### src/rtl/nvm_shim_pkg.sv
`timescale 1ns/1ps
package nvm_shim_pkg;
  typedef enum logic [1:0] {
    CMD_ACT = 2'd0,
    CMD_RD  = 2'd1,
    CMD_WR  = 2'd2,
    CMD_PRE = 2'd3
  } cmd_e;
endpackage

### src/rtl/nvm_bank_timer.sv
`timescale 1ns/1ps
module nvm_bank_timer #(
  parameter int DLY_W = 14
) (
  input  logic             clk_i,
  input  logic             rst_ni,
  input  logic             act_i,
  input  logic             wr_i,
  input  logic             pre_i,
  input  logic [DLY_W-1:0] rd_dly_i,
  input  logic [DLY_W-1:0] wr_dly_i,
  output logic             rd_hold_o,
  output logic             act_hold_o
);
  logic [DLY_W-1:0] rd_cnt_q, pre_cnt_q, wr_lat_q;
  logic             wrote_q;

  // read window: loaded at activate, counted down each cycle
  always_ff @(posedge clk_i or negedge rst_ni) begin
    if (!rst_ni)              rd_cnt_q <= '0;
    else if (act_i)           rd_cnt_q <= rd_dly_i;
    else if (rd_cnt_q != '0)  rd_cnt_q <= rd_cnt_q - 1'b1;
  end

  // write delay captured at the write, cleared when the row closes
  always_ff @(posedge clk_i or negedge rst_ni) begin
    if (!rst_ni) begin
      wrote_q  <= 1'b0;
      wr_lat_q <= '0;
    end else if (wr_i) begin
      wrote_q  <= 1'b1;
      wr_lat_q <= wr_dly_i;
    end else if (act_i || pre_i) begin
      wrote_q  <= 1'b0;
    end
  end

  // stretched precharge window
  always_ff @(posedge clk_i or negedge rst_ni) begin
    if (!rst_ni)              pre_cnt_q <= '0;
    else if (pre_i)           pre_cnt_q <= wrote_q ? wr_lat_q : '0;
    else if (pre_cnt_q != '0) pre_cnt_q <= pre_cnt_q - 1'b1;
  end

  assign rd_hold_o  = (rd_cnt_q != '0);
  assign act_hold_o = (pre_cnt_q != '0);
endmodule

### src/rtl/nvm_cmd_gate.sv
`timescale 1ns/1ps
module nvm_cmd_gate
  import nvm_shim_pkg::*;
#(
  parameter int NUM_BANKS = 8,
  parameter int ROW_W     = 16,
  parameter int BANK_W    = $clog2(NUM_BANKS)
) (
  input  logic                 clk_i,
  input  logic                 rst_ni,
  input  logic                 in_valid_i,
  input  logic [1:0]           in_cmd_i,
  input  logic [BANK_W-1:0]    in_bank_i,
  input  logic [ROW_W-1:0]     in_row_i,
  input  logic [NUM_BANKS-1:0] rd_hold_i,
  input  logic [NUM_BANKS-1:0] act_hold_i,
  output logic                 in_ready_o,
  output logic [NUM_BANKS-1:0] act_o,
  output logic [NUM_BANKS-1:0] wr_o,
  output logic [NUM_BANKS-1:0] pre_o,
  output logic                 out_valid_o,
  output logic [1:0]           out_cmd_o,
  output logic [BANK_W-1:0]    out_bank_o,
  output logic [ROW_W-1:0]     out_row_o
);
  cmd_e cmd;
  logic held, accept;

  assign cmd = cmd_e'(in_cmd_i);

  always_comb begin
    held = 1'b0;
    unique case (cmd)
      CMD_RD:  held = rd_hold_i[in_bank_i];
      CMD_ACT: held = act_hold_i[in_bank_i];
      default: held = 1'b0;
    endcase
  end

  assign in_ready_o = !held;
  assign accept     = in_valid_i && in_ready_o;

  always_comb begin
    act_o = '0;
    wr_o  = '0;
    pre_o = '0;
    if (accept) begin
      unique case (cmd)
        CMD_ACT: act_o[in_bank_i] = 1'b1;
        CMD_WR:  wr_o[in_bank_i]  = 1'b1;
        CMD_PRE: pre_o[in_bank_i] = 1'b1;
        default: ;
      endcase
    end
  end

  always_ff @(posedge clk_i or negedge rst_ni) begin
    if (!rst_ni) begin
      out_valid_o <= 1'b0;
      out_cmd_o   <= '0;
      out_bank_o  <= '0;
      out_row_o   <= '0;
    end else begin
      out_valid_o <= accept;
      if (accept) begin
        out_cmd_o  <= in_cmd_i;
        out_bank_o <= in_bank_i;
        out_row_o  <= in_row_i;
      end
    end
  end
endmodule

### src/rtl/nvm_lat_shim.sv
`timescale 1ns/1ps
module nvm_lat_shim #(
  parameter int NUM_BANKS = 8,
  parameter int ROW_W     = 16,
  parameter int DLY_W     = 14,
  localparam int BANK_W   = $clog2(NUM_BANKS)
) (
  input  logic              clk_i,
  input  logic              rst_ni,
  input  logic [DLY_W-1:0]  rd_dly_i,
  input  logic [DLY_W-1:0]  wr_dly_i,
  input  logic              in_valid_i,
  output logic              in_ready_o,
  input  logic [1:0]        in_cmd_i,
  input  logic [BANK_W-1:0] in_bank_i,
  input  logic [ROW_W-1:0]  in_row_i,
  output logic              out_valid_o,
  output logic [1:0]        out_cmd_o,
  output logic [BANK_W-1:0] out_bank_o,
  output logic [ROW_W-1:0]  out_row_o
);
  logic [NUM_BANKS-1:0] rd_hold, act_hold, act_v, wr_v, pre_v;

  nvm_cmd_gate #(
    .NUM_BANKS(NUM_BANKS), .ROW_W(ROW_W), .BANK_W(BANK_W)
  ) u_gate (
    .clk_i, .rst_ni, .in_valid_i, .in_cmd_i, .in_bank_i, .in_row_i,
    .rd_hold_i(rd_hold), .act_hold_i(act_hold), .in_ready_o,
    .act_o(act_v), .wr_o(wr_v), .pre_o(pre_v),
    .out_valid_o, .out_cmd_o, .out_bank_o, .out_row_o
  );

  for (genvar b = 0; b < NUM_BANKS; b++) begin : g_bank
    nvm_bank_timer #(.DLY_W(DLY_W)) u_timer (
      .clk_i, .rst_ni,
      .act_i(act_v[b]), .wr_i(wr_v[b]), .pre_i(pre_v[b]),
      .rd_dly_i, .wr_dly_i,
      .rd_hold_o(rd_hold[b]), .act_hold_o(act_hold[b])
    );
  end
endmodule

### config.mk
export PLATFORM = sky130hd
export DESIGN_NAME = nvm_lat_shim
export DESIGN_NICKNAME = d
export VERILOG_FILES = /design/src/rtl/nvm_shim_pkg.sv /design/src/rtl/nvm_bank_timer.sv /design/src/rtl/nvm_cmd_gate.sv /design/src/rtl/nvm_lat_shim.sv
export SDC_FILE = /design/constraint.sdc
export NUM_CORES = 1
export LEC_CHECK = 0
export ABC_AREA = 1
export BUFFER_PORTS_ARGS = -buffer_cell sky130_fd_sc_hd__buf_2
export CAP_MARGIN = 20
export CORE_AREA = 3 3 181 183
export DETAILED_ROUTE_END_ITERATION = 6
export DIE_AREA = 0 0 184 186
export PLACE_DENSITY = 0.77
export RECOVER_POWER = 100
export SYNTH_ARGS = -nofsm -noshare
export SYNTH_HDL_FRONTEND = slang
export SYNTH_SLANG_ARGS = --single-unit
### constraint.sdc
create_clock -name clk_i -period 5.9 [get_ports clk_i]
set_input_delay 0.59 -clock clk_i [delete_from_list [all_inputs] [get_ports clk_i]]
set_output_delay 0.59 -clock clk_i [all_outputs]
set_load 0.01 [all_outputs]
==> flow_summary.ini, run 1 <==
[sta]
final-setup-viol-count = 0
period_minus_slack_ps = 4110
fin_worst_hold_slack_ps = 259
worst-slew-pin-transition_ps = 2950
final.setup.tns_ps = 0
hold_viol_final = 0
final_slew_viol_count = 212
max_slew_margin_pct = -96.7
fin_skew_ps = 15.8
grt_setup_unrepaired = false
min_period_over_period_pct = 69.6
maxClockFrequency_mhz = 244

[synth]
edff_count_synth = 0
synth_seq_area_share_pct = 48.8
synth_compound_gate_area_share_pct = 11.5
ys_top_cells_by_area = dfrtp_1 49%, nand2_1 11%, o21ai_0 7.8%, xor2_1 5.5%, nor2_1 5.1%
synth_nets = 2413
synth_top_cell_by_area = dfrtp_1
synth_top_family_by_area = simple AND/OR/NAND/NOR gates
ys_async_sr_fraction_pct = 100
synthXorXnorAreaFrac_pct = 8.21
synth_simple_gate_area_share_pct = 23.2
synth-adder-area-share_pct = 1.60
ys_dominant_reg_cell = dfrtp_1
syn_avg_cell_area_um2 = 8.04
synthesis.yosys.warnings = 0
synthDominantCellAreaShare_pct = 48.8
yosys.cell_types.count = 41
post_synth_instance_area_um2 = 18800
flops_latches_synth = 366
muxShareOfSynthArea_pct = 0.180
syn-instance-count = 2337

[worst_setup_path]
path_class = primary input to flop
critPathCaptureType = flop
critPathSlowestCell = nor2_1
critical_path.n_buffers_inverters = 2
cp_top_family = simple AND/OR/NAND/NOR gates
cp_max_fo = 27
r2r_start = g_bank[4].u_timer.pre_cnt_q[0]$_DFFE_PN0P_
critical_path.startpoint_type = primary input
crit_path_start = in_bank_i[1]
cp_data_arrival_time_ps = 4530
critical_path_cell_list = clkbuf_1 -> inv_1 -> nor3_1 -> nand3_1 -> nand3_1 -> nor2_1 -> nand2_1 -> nand4_4 -> nor2_1 -> nand2_1 -> o21ai_0
worst_ep_required_time_ps = 6330
timing.critical_path.slowest_cell_delay_ps = 1240

[clock_tree]
postCtsResizedCells = 0
cts_htree_levels = 2
tritoncts = built
num_cts_buffers = 39
clock_latency_ps = 530
post_cts_buffers = 0
cts_buffer_depth = 3
cts_sinks = 366
reg_clk_slew_reported_paths_ps = 60
cts_root_buf = clkbuf_16
ctsHoldBuffers = 0

[die]
ios = 75
initial_utilization_pct = 59.8
die-height_um = 186
core_region_area_um2 = 31400
fp-row-count = 65
design.die.area_um2 = 34200
die_w_um = 184

[power_and_ir_drop]
largest_voltage_drop_on_the_vdd_net_v = 0.000314
fin_total_pwr_mw = 9.33
power_per_cell_area_nw_per_um2 = 450
cellLeakagePower_nw = 9.54

[layout]
final.fill_count = 2636
final_common_cell = nand2_1
final_cell_mix = 563 x nand2_1, 366 x dfrtp_1, 291 x o21ai_0
utilization_pct = 66.0
nets = 2470
syn_to_final_growth_pct = 10.3
drive_gt1_share_pct = 5.20

[outcome]
outcome = finished with violations
failing_checks = capacitance limit, slew limit

[global_routing]
grt_start_max_net_pins = 137
grt_first_pass_wirelength_um = 76200
grt_antenna_before_repair = 1
first_global_vias = 15200
grtUsageTotal_pct = 27.6
grt_overflow = 0

[route]
route.vias.total = 15900
drc = 0
wirelength_um = 47300
antenna_violation_net_count_after_detailed_routing = 0
drt_first_iter_violations = 1308
routed_len_inst_um = 16.8
vias_per_cell = 5.62
drt-pass1-iter-count = 5

[flow_run]
drv.max_cap_violation_count = 3

[placed_design]
place.gp.congestion = 0.928
numPortBuffers = 74
place.detailed.hpwl_um = 32500

[worst_hold_path]
launch_instance_of_the_worst_min_delay_path = in_row_i[11]
hold_crit_class = primary input to flop
[registers in the layout (all words and copies together), names as in the netlist]
register,cells
u_gate.out_bank_o,3
g_bank.u_timer.rd_cnt_q,112
u_gate.out_valid_o,1
g_bank.u_timer.wrote_q,8
u_gate.out_cmd_o,2
u_gate.out_row_o,16
g_bank.u_timer.pre_cnt_q,112
g_bank.u_timer.wr_lat_q,112
[worst min-delay path: stages]
cell	delay, ps
buf_2	70
nand2_1	40
nand2_1	40
[metal layers]
metal	vias up	track usage [%]	part of all wire (%)
met5	-	0	0
met4	0	9.65	3.5
met3	113	3.99	6.3
met2	461	46.0	48
met1	7651	37.3	43
li1	7649	-	-
[final timing paths]
path | end | slack [ps] | cells past startpoint
hold / removal | u_gate.out_row_o[11]$_DFFE_PN0P_ | 260 | 3
hold reg to reg | g_bank[7].u_timer.pre_cnt_q[7]$_DFFE_PN0P_ | 480 | 2
setup reg to reg | g_bank[2].u_timer.rd_cnt_q[10]$_DFFE_PN0P_ | 2030 | 12
min in group asynchronous | g_bank[2].u_timer.rd_cnt_q[12]$_DFFE_PN0P_ | 960 | 1
setup / recovery | g_bank[2].u_timer.rd_cnt_q[10]$_DFFE_PN0P_ | 1790 | 11
max in group asynchronous | u_gate.out_row_o[14]$_DFFE_PN0P_ | 2120 | 2
[cell type report]
type / count / area [um2] / share of cell area [%]
Clock inverter: 13 / 218 / 1.05
Tap cell: 402 / 503 / 2.43
Multi-Input combinational cell: 1652 / 8360 / 40.3
Inverter: 251 / 942 / 4.55
Timing Repair Buffer: 84 / 392 / 1.89
Clock buffer: 56 / 1140 / 5.51
Antenna cell: 1 / 2.50 / 0.0121
Sequential cell: 366 / 9160 / 44.2
[metrics by stage]
step	cells	cell area (um2)	setup WS, ps
floorplan	2337	18800	3610
global placement	2753	19500	2410
detailed placement	2753	19500	2280
CTS	2822	20800	2530
global route	2825	20700	1330
finish	2825	20700	1790
[kinds of logic after synthesis]
logic type | Yosys count
AOI/OAI and AO/OA | 403
buffers and inverters | 319
xor gates and xnor gates | 176
muxes | 3
DFF | 366
and+or+nand+nor | 1046
adders and majority gates | 24
[cell usage after synthesis (all sizes together), types with 11 or more instances]
cell    number
nor2       263
or2         13
buf         22
o211ai      11
ha          24
dfrtp      366
nand4       27
nor3        42
o21ai      291
nand2      565
clkbuf      46
nor4        26
a21oi       50
xnor2       59
o22ai       25
nand3      102
xor2       117
inv        248
[power by group]
| group | leakage [nW] | internal [mW] | switching, mW |
|---|---|---|---|
| combinational | 4.52 | 1.10 | 1.51 |
| clock | 0.667 | 1.61 | 0.992 |
| sequential | 4.35 | 3.40 | 0.723 |
(Power assumes the default switching activity.)
==> run 2, diff against run 1 <==
==> constraint.sdc (replaced) <==
create_clock -name clk_i -period 3.9 [get_ports clk_i]
set_input_delay 0.39 -clock clk_i [delete_from_list [all_inputs] [get_ports clk_i]]
set_output_delay 0.39 -clock clk_i [all_outputs]
set_load 0.01 [all_outputs]
==> flow_summary.ini, run 2 (synthesis gave the netlist of run 1 again) <==
[route]
vias_per_cell = 5.58
antenna_violation_net_count_after_detailed_routing = 0
drt_first_iter_violations = 1109
route.vias.total = 15800
drt-pass1-iter-count = 6
wirelength_um = 47100
drc = 0
routed_len_inst_um = 16.6

[worst_hold_path]
hold_crit_class = primary input to flop

[sta]
period_minus_slack_ps = 3400
fin_worst_hold_slack_ps = 50.0
final-setup-viol-count = 0
final_slew_viol_count = 103
fin_skew_ps = 14.2
min_period_over_period_pct = 87.1
grt_setup_unrepaired = false
max_slew_margin_pct = -86.2
maxClockFrequency_mhz = 294
worst-slew-pin-transition_ps = 2790
final.setup.tns_ps = 0
hold_viol_final = 0

[worst_setup_path]
cp_data_arrival_time_ps = 3780
critPathCaptureType = flop
path_class = flop to flop
worst_ep_required_time_ps = 4280
critical_path.startpoint_type = flop
cp_max_fo = 27

[layout]
syn_to_final_growth_pct = 10.8
final_cell_count_no_fill = 2839
multiInputGateArea_um2 = 8370
final.fill_count = 2556
drive_gt1_share_pct = 6.16
design_area_um2 = 20800
top_regs = g_bank.u_timer.pre_cnt_q (112), g_bank.u_timer.rd_cnt_q (112), g_bank.u_timer.wr_lat_q (112)
regArea_um2 = 9160
final_cell_mix = 562 x nand2_1, 366 x dfrtp_1, 291 x o21ai_0
nets = 2483
final_common_cell = nand2_1
num_antenna_cells = 0

[power_and_ir_drop]
intPower_mw = 9.12
clkPwrFrac_pct = 27.6
cellLeakagePower_nw = 9.61
sw_frac_of_total_pct = 35.2
largest_voltage_drop_on_the_vdd_net_v = 0.000432
power.sequential.fraction_pct = 44.3
comb_power_share_pct = 28.1
power_switching_mw = 4.95
power_per_cell_area_nw_per_um2 = 676

[global_routing]
grt_overflow = 0
grt_antenna_before_repair = 0
grtUsageTotal_pct = 27.6
grt_start_max_net_pins = 105
grt_first_pass_wirelength_um = 76100
first_global_vias = 15200

[placed_design]
dpl-instance-area_um2 = 19600
place.gp.congestion = 0.913
post-place-cells = 2765
numPortBuffers = 74
place.detailed.hpwl_um = 32200

[die]
die_w_um = 184
ios = 75
die-height_um = 186
fp-row-count = 65
design.die.area_um2 = 34200
core_region_area_um2 = 31400
initial_utilization_pct = 59.8

[clock_tree]
cts_sinks = 366
post_cts_buffers = 0
cts_htree_levels = 2
cts_buffer_depth = 3
clock_latency_ps = 530
tritoncts = built
reg_clk_slew_reported_paths_ps = 70
num_cts_buffers = 41
cts_root_buf = clkbuf_16

[flow_run]
drv.max_cap_violation_count = 1

[outcome]
failing_checks = capacitance limit, slew limit
outcome = finished with violations
run 2: changes by cell type in the layout (fill, tap and decap cells not counted), moves of 3 or more:
cell	before	now
clkbuf_1	44	39
nor2_1	263	259
buf_2	45	48
bufinv_16	6	3
clkinv_2	6	11
clkbuf_2	3	6
nor2_2	0	4
buf_4	0	4
clkinv_4	0	3
run 2: per-stage QoR:
step           total power [mW]  util (%)  setup WS (ps)
6_report                   14.1      66.3            504
5_1_grt                    15.1      66.3            205
4_1_cts                    14.1      66.7            754
3_5_place_dp               10.2      62.3            637
3_3_place_gp               9.92      62.3            729
2_1_floorplan              9.11         -           1610
run 2: routing by layer:
layer / track usage (%) / part of all wire [%] / vias to the layer above
met4: 9.68 / 3.5 / 0
met3: 4.30 / 6.6 / 134
li1: - / - / 7668
met5: 0 / 0 / -
met1: 36.8 / 42 / 7538
met2: 46.3 / 48 / 491
run 2: timing repair:
| item | in CTS | in global routing |
|---|---|---|
| gates resized for setup | 0 | 0 |
| hold buffers | 1 | 0 |
| endpoints found under the hold margin | 55 | 0 |
run 2: final cells by class:
class | count | share of cell area (%)
clock inverter | 19 | 0.938
timing repair buffer | 95 | 2.30
inverter | 251 | 4.53
sequential | 366 | 44.0
tap | 402 | 2.42
multi-input combinational | 1652 | 40.2
clock buffer | 54 | 5.60
run 2: power by group through the flow:
stage	Clock [mW]	Sequential (mW)	Combinational, mW
floorplan	0	5.99	3.11
global placement	0	6.19	3.73
detailed placement	0	6.23	3.92
CTS	3.93	6.20	3.97
global route	4.10	6.39	4.57
finish	3.89	6.22	3.95
run 2: path summary, 6_finish.rpt:
kind / cells past startpoint / to / slack (ps) / startpoint
max: 12 / g_bank[0].u_timer.rd_cnt_q[9]$_DFFE_PN0P_ / 500 / g_bank[1].u_timer.pre_cnt_q[0]$_DFFE_PN0P_
min: 3 / u_gate.out_row_o[0]$_DFFE_PN0P_ / 50 / in_row_i[0]
max reg2reg: 12 / g_bank[0].u_timer.rd_cnt_q[9]$_DFFE_PN0P_ / 500 / g_bank[1].u_timer.pre_cnt_q[0]$_DFFE_PN0P_
min reg2reg: 1 / g_bank[5].u_timer.pre_cnt_q[0]$_DFFE_PN0P_ / 480 / g_bank[5].u_timer.pre_cnt_q[0]$_DFFE_PN0P_
max in group asynchronous: 3 / g_bank[6].u_timer.rd_cnt_q[8]$_DFFE_PN0P_ / 940 / rst_ni
min in group asynchronous: 2 / g_bank[2].u_timer.rd_cnt_q[6]$_DFFE_PN0P_ / 1260 / rst_ni
run 2: worst max-delay path, cell delays in order (launching register included):
cell and delay (ps):
dfrtp_1 380, inv_1 130, ha_1 190, nand2_1 120
nor2_1 150, nand2_1 160, o21ai_0 230, nor2_1 80
nand2_1 340, nand4_4 370, nor2_1 440, clkbuf_2 470
o21ai_0 160
==> run 3, diff against run 2 <==
--- a/config.mk
+++ b/config.mk
@@ -13,6 +13,7 @@
 export DIE_AREA = 0 0 184 186
 export PLACE_DENSITY = 0.77
 export RECOVER_POWER = 100
+export REMOVE_ABC_BUFFERS = 1
 export SYNTH_ARGS = -nofsm -noshare
 export SYNTH_HDL_FRONTEND = slang
 export SYNTH_SLANG_ARGS = --single-unit
==> flow_summary.ini, run 3 (synthesis gave the netlist of run 1 again) <==
[worst_hold_path]
whs_endpoint = u_gate.out_row_o[15]$_DFFE_PN0P_
min_path_cells = 3
hold_crit_class = primary input to flop
launch_instance_of_the_worst_min_delay_path = in_row_i[15]

[sta]
period_minus_slack_ps = 3400
worst-slew-pin-transition_ps = 2570
final-setup-viol-count = 0
min_period_over_period_pct = 87.3
final.setup.tns_ps = 0
grt_setup_unrepaired = false
max_slew_margin_pct = -71.3
hold_viol_final = 0
maxClockFrequency_mhz = 294
final_slew_viol_count = 100
fin_skew_ps = 17.5

[route]
antenna_violation_net_count_after_detailed_routing = 0
routed_len_inst_um = 16.8
route.vias.total = 16000
drt-pass1-iter-count = 7
vias_per_cell = 5.63
drc = 2
drt_first_iter_violations = 1334
wirelength_um = 47700

[worst_setup_path]
timing.critical_path.slowest_cell_delay_ps = 460
cp_top_family = simple AND/OR/NAND/NOR gates
critical_path_cell_list = inv_1 -> ha_1 -> nand2_1 -> nor2_1 -> nand3_1 -> nand3_1 -> nor2_1 -> nand2_1 -> nand4_4 -> nor2_2 -> clkbuf_1 -> o21ai_0
critical_path.n_buffers_inverters = 2
r2r_start = g_bank[3].u_timer.pre_cnt_q[0]$_DFFE_PN0P_
critPathSlowestCell = nor2_2
worst_ep_required_time_ps = 4280
cp_data_arrival_time_ps = 3790
r2r.worst_path.cells = 12
path_class = flop to flop
cp_max_fo = 14
ff2ff_setup_slack_ps = 500
regToRegEndpoint = g_bank[7].u_timer.rd_cnt_q[4]$_DFFE_PN0P_
critPathCaptureType = flop
critical_path.startpoint_type = flop

[layout]
final_common_cell = nand2_1
final_cell_mix = 562 x nand2_1, 366 x dfrtp_1, 291 x o21ai_0
top_regs = g_bank.u_timer.pre_cnt_q (112), g_bank.u_timer.rd_cnt_q (112), g_bank.u_timer.wr_lat_q (112)
design_area_um2 = 20800
drive_gt1_share_pct = 5.76
nets = 2480
syn_to_final_growth_pct = 10.7

[global_routing]
grt_start_max_net_pins = 102
grtUsageTotal_pct = 28.2
grt_antenna_before_repair = 2
first_global_vias = 15700
grt_first_pass_wirelength_um = 77900
grt_overflow = 0

[placed_design]
dpl-instance-area_um2 = 19600
place.gp.congestion = 0.900
numPortBuffers = 74
place.detailed.hpwl_um = 32100

[clock_tree]
postCtsResizedCells = 0
post_cts_buffers = 0
cts_buffer_depth = 3
clock_latency_ps = 530
cts_htree_levels = 2
ctsHoldBuffers = 1
reg_clk_slew_reported_paths_ps = 60
cts_sinks = 366
tritoncts = built
num_cts_buffers = 39
cts_root_buf = clkbuf_16

[die]
design.die.area_um2 = 34200
core_region_area_um2 = 31400
die-height_um = 186
fp-row-count = 65
initial_utilization_pct = 59.8
die_w_um = 184
ios = 75

[outcome]
outcome = finished with violations
failing_checks = DRC, capacitance limit, slew limit

[flow_run]
drv.max_cap_violation_count = 1

[power_and_ir_drop]
cellLeakagePower_nw = 9.57
power_per_cell_area_nw_per_um2 = 676
largest_voltage_drop_on_the_vdd_net_v = 0.000401
## run 3: metal layers
layer	global-route usage, %	wire (um)
met5	0	0
met4	10.8	1850
met3	3.85	2950
met2	46.7	22300
met1	38.1	20600
## run 3: area by class of cell
cell class              instances  area (um2)
well taps                     402         503
diodes                          1        2.50
repair buffers                 94         464
clock inverters                10         159
clock buffers                  57        1190
inverters                     251         942
multi-input cells            1652        8380
fillers                      2598       10600
flip-flops and latches        366        9160
## run 3: worst reg2reg max path: cells and delay by family (launching register included)
family | cells | cell delay [ps]
simple gates | 8 | 1990
buf+inv | 2 | 540
flops | 1 | 370
fa+ha+maj | 1 | 200
compound gates | 1 | 180
## run 3: worst max path at each step
stage	start	depth (start not counted)	endpoint	slack, ps
2_1_floorplan	g_bank[3].u_timer.pre_cnt_q[0]$_DFFE_PN0P_	11	g_bank[0].u_timer.rd_cnt_q[0]$_DFFE_PN0P_	1440
3_3_place_gp	in_bank_i[0]	14	u_gate.out_row_o[3]$_DFFE_PN0P_	690
3_5_place_dp	in_bank_i[0]	14	u_gate.out_row_o[10]$_DFFE_PN0P_	590
4_1_cts	g_bank[7].u_timer.rd_cnt_q[5]$_DFFE_PN0P_	12	in_ready_o	720
5_1_grt	rst_ni	3	g_bank[2].u_timer.pre_cnt_q[10]$_DFFE_PN0P_	190
6_report	g_bank[3].u_timer.pre_cnt_q[0]$_DFFE_PN0P_	12	g_bank[7].u_timer.rd_cnt_q[4]$_DFFE_PN0P_	500
## run 3: metrics by stage
step           total power [mW]  std cells  setup WS (ps)  hold WS [ps]  utilization [%]
2_1_floorplan              9.08       2269           1440          94.4                -
3_3_place_gp               9.93       2764            692           456             62.3
3_5_place_dp               10.1       2764            593           461             62.3
4_1_cts                    14.1       2832            715          48.6             66.6
5_1_grt                    15.1       2833            192          61.8             66.2
6_report                   14.1       2833            496          61.9             66.2
## run 3: power by group
part           total, mW  leakage (nW)  internal [mW]  switching [mW]
clock network       3.88         0.657           2.37            1.52
logic               3.96          4.57           1.67            2.29
registers           6.21          4.35           5.14            1.07
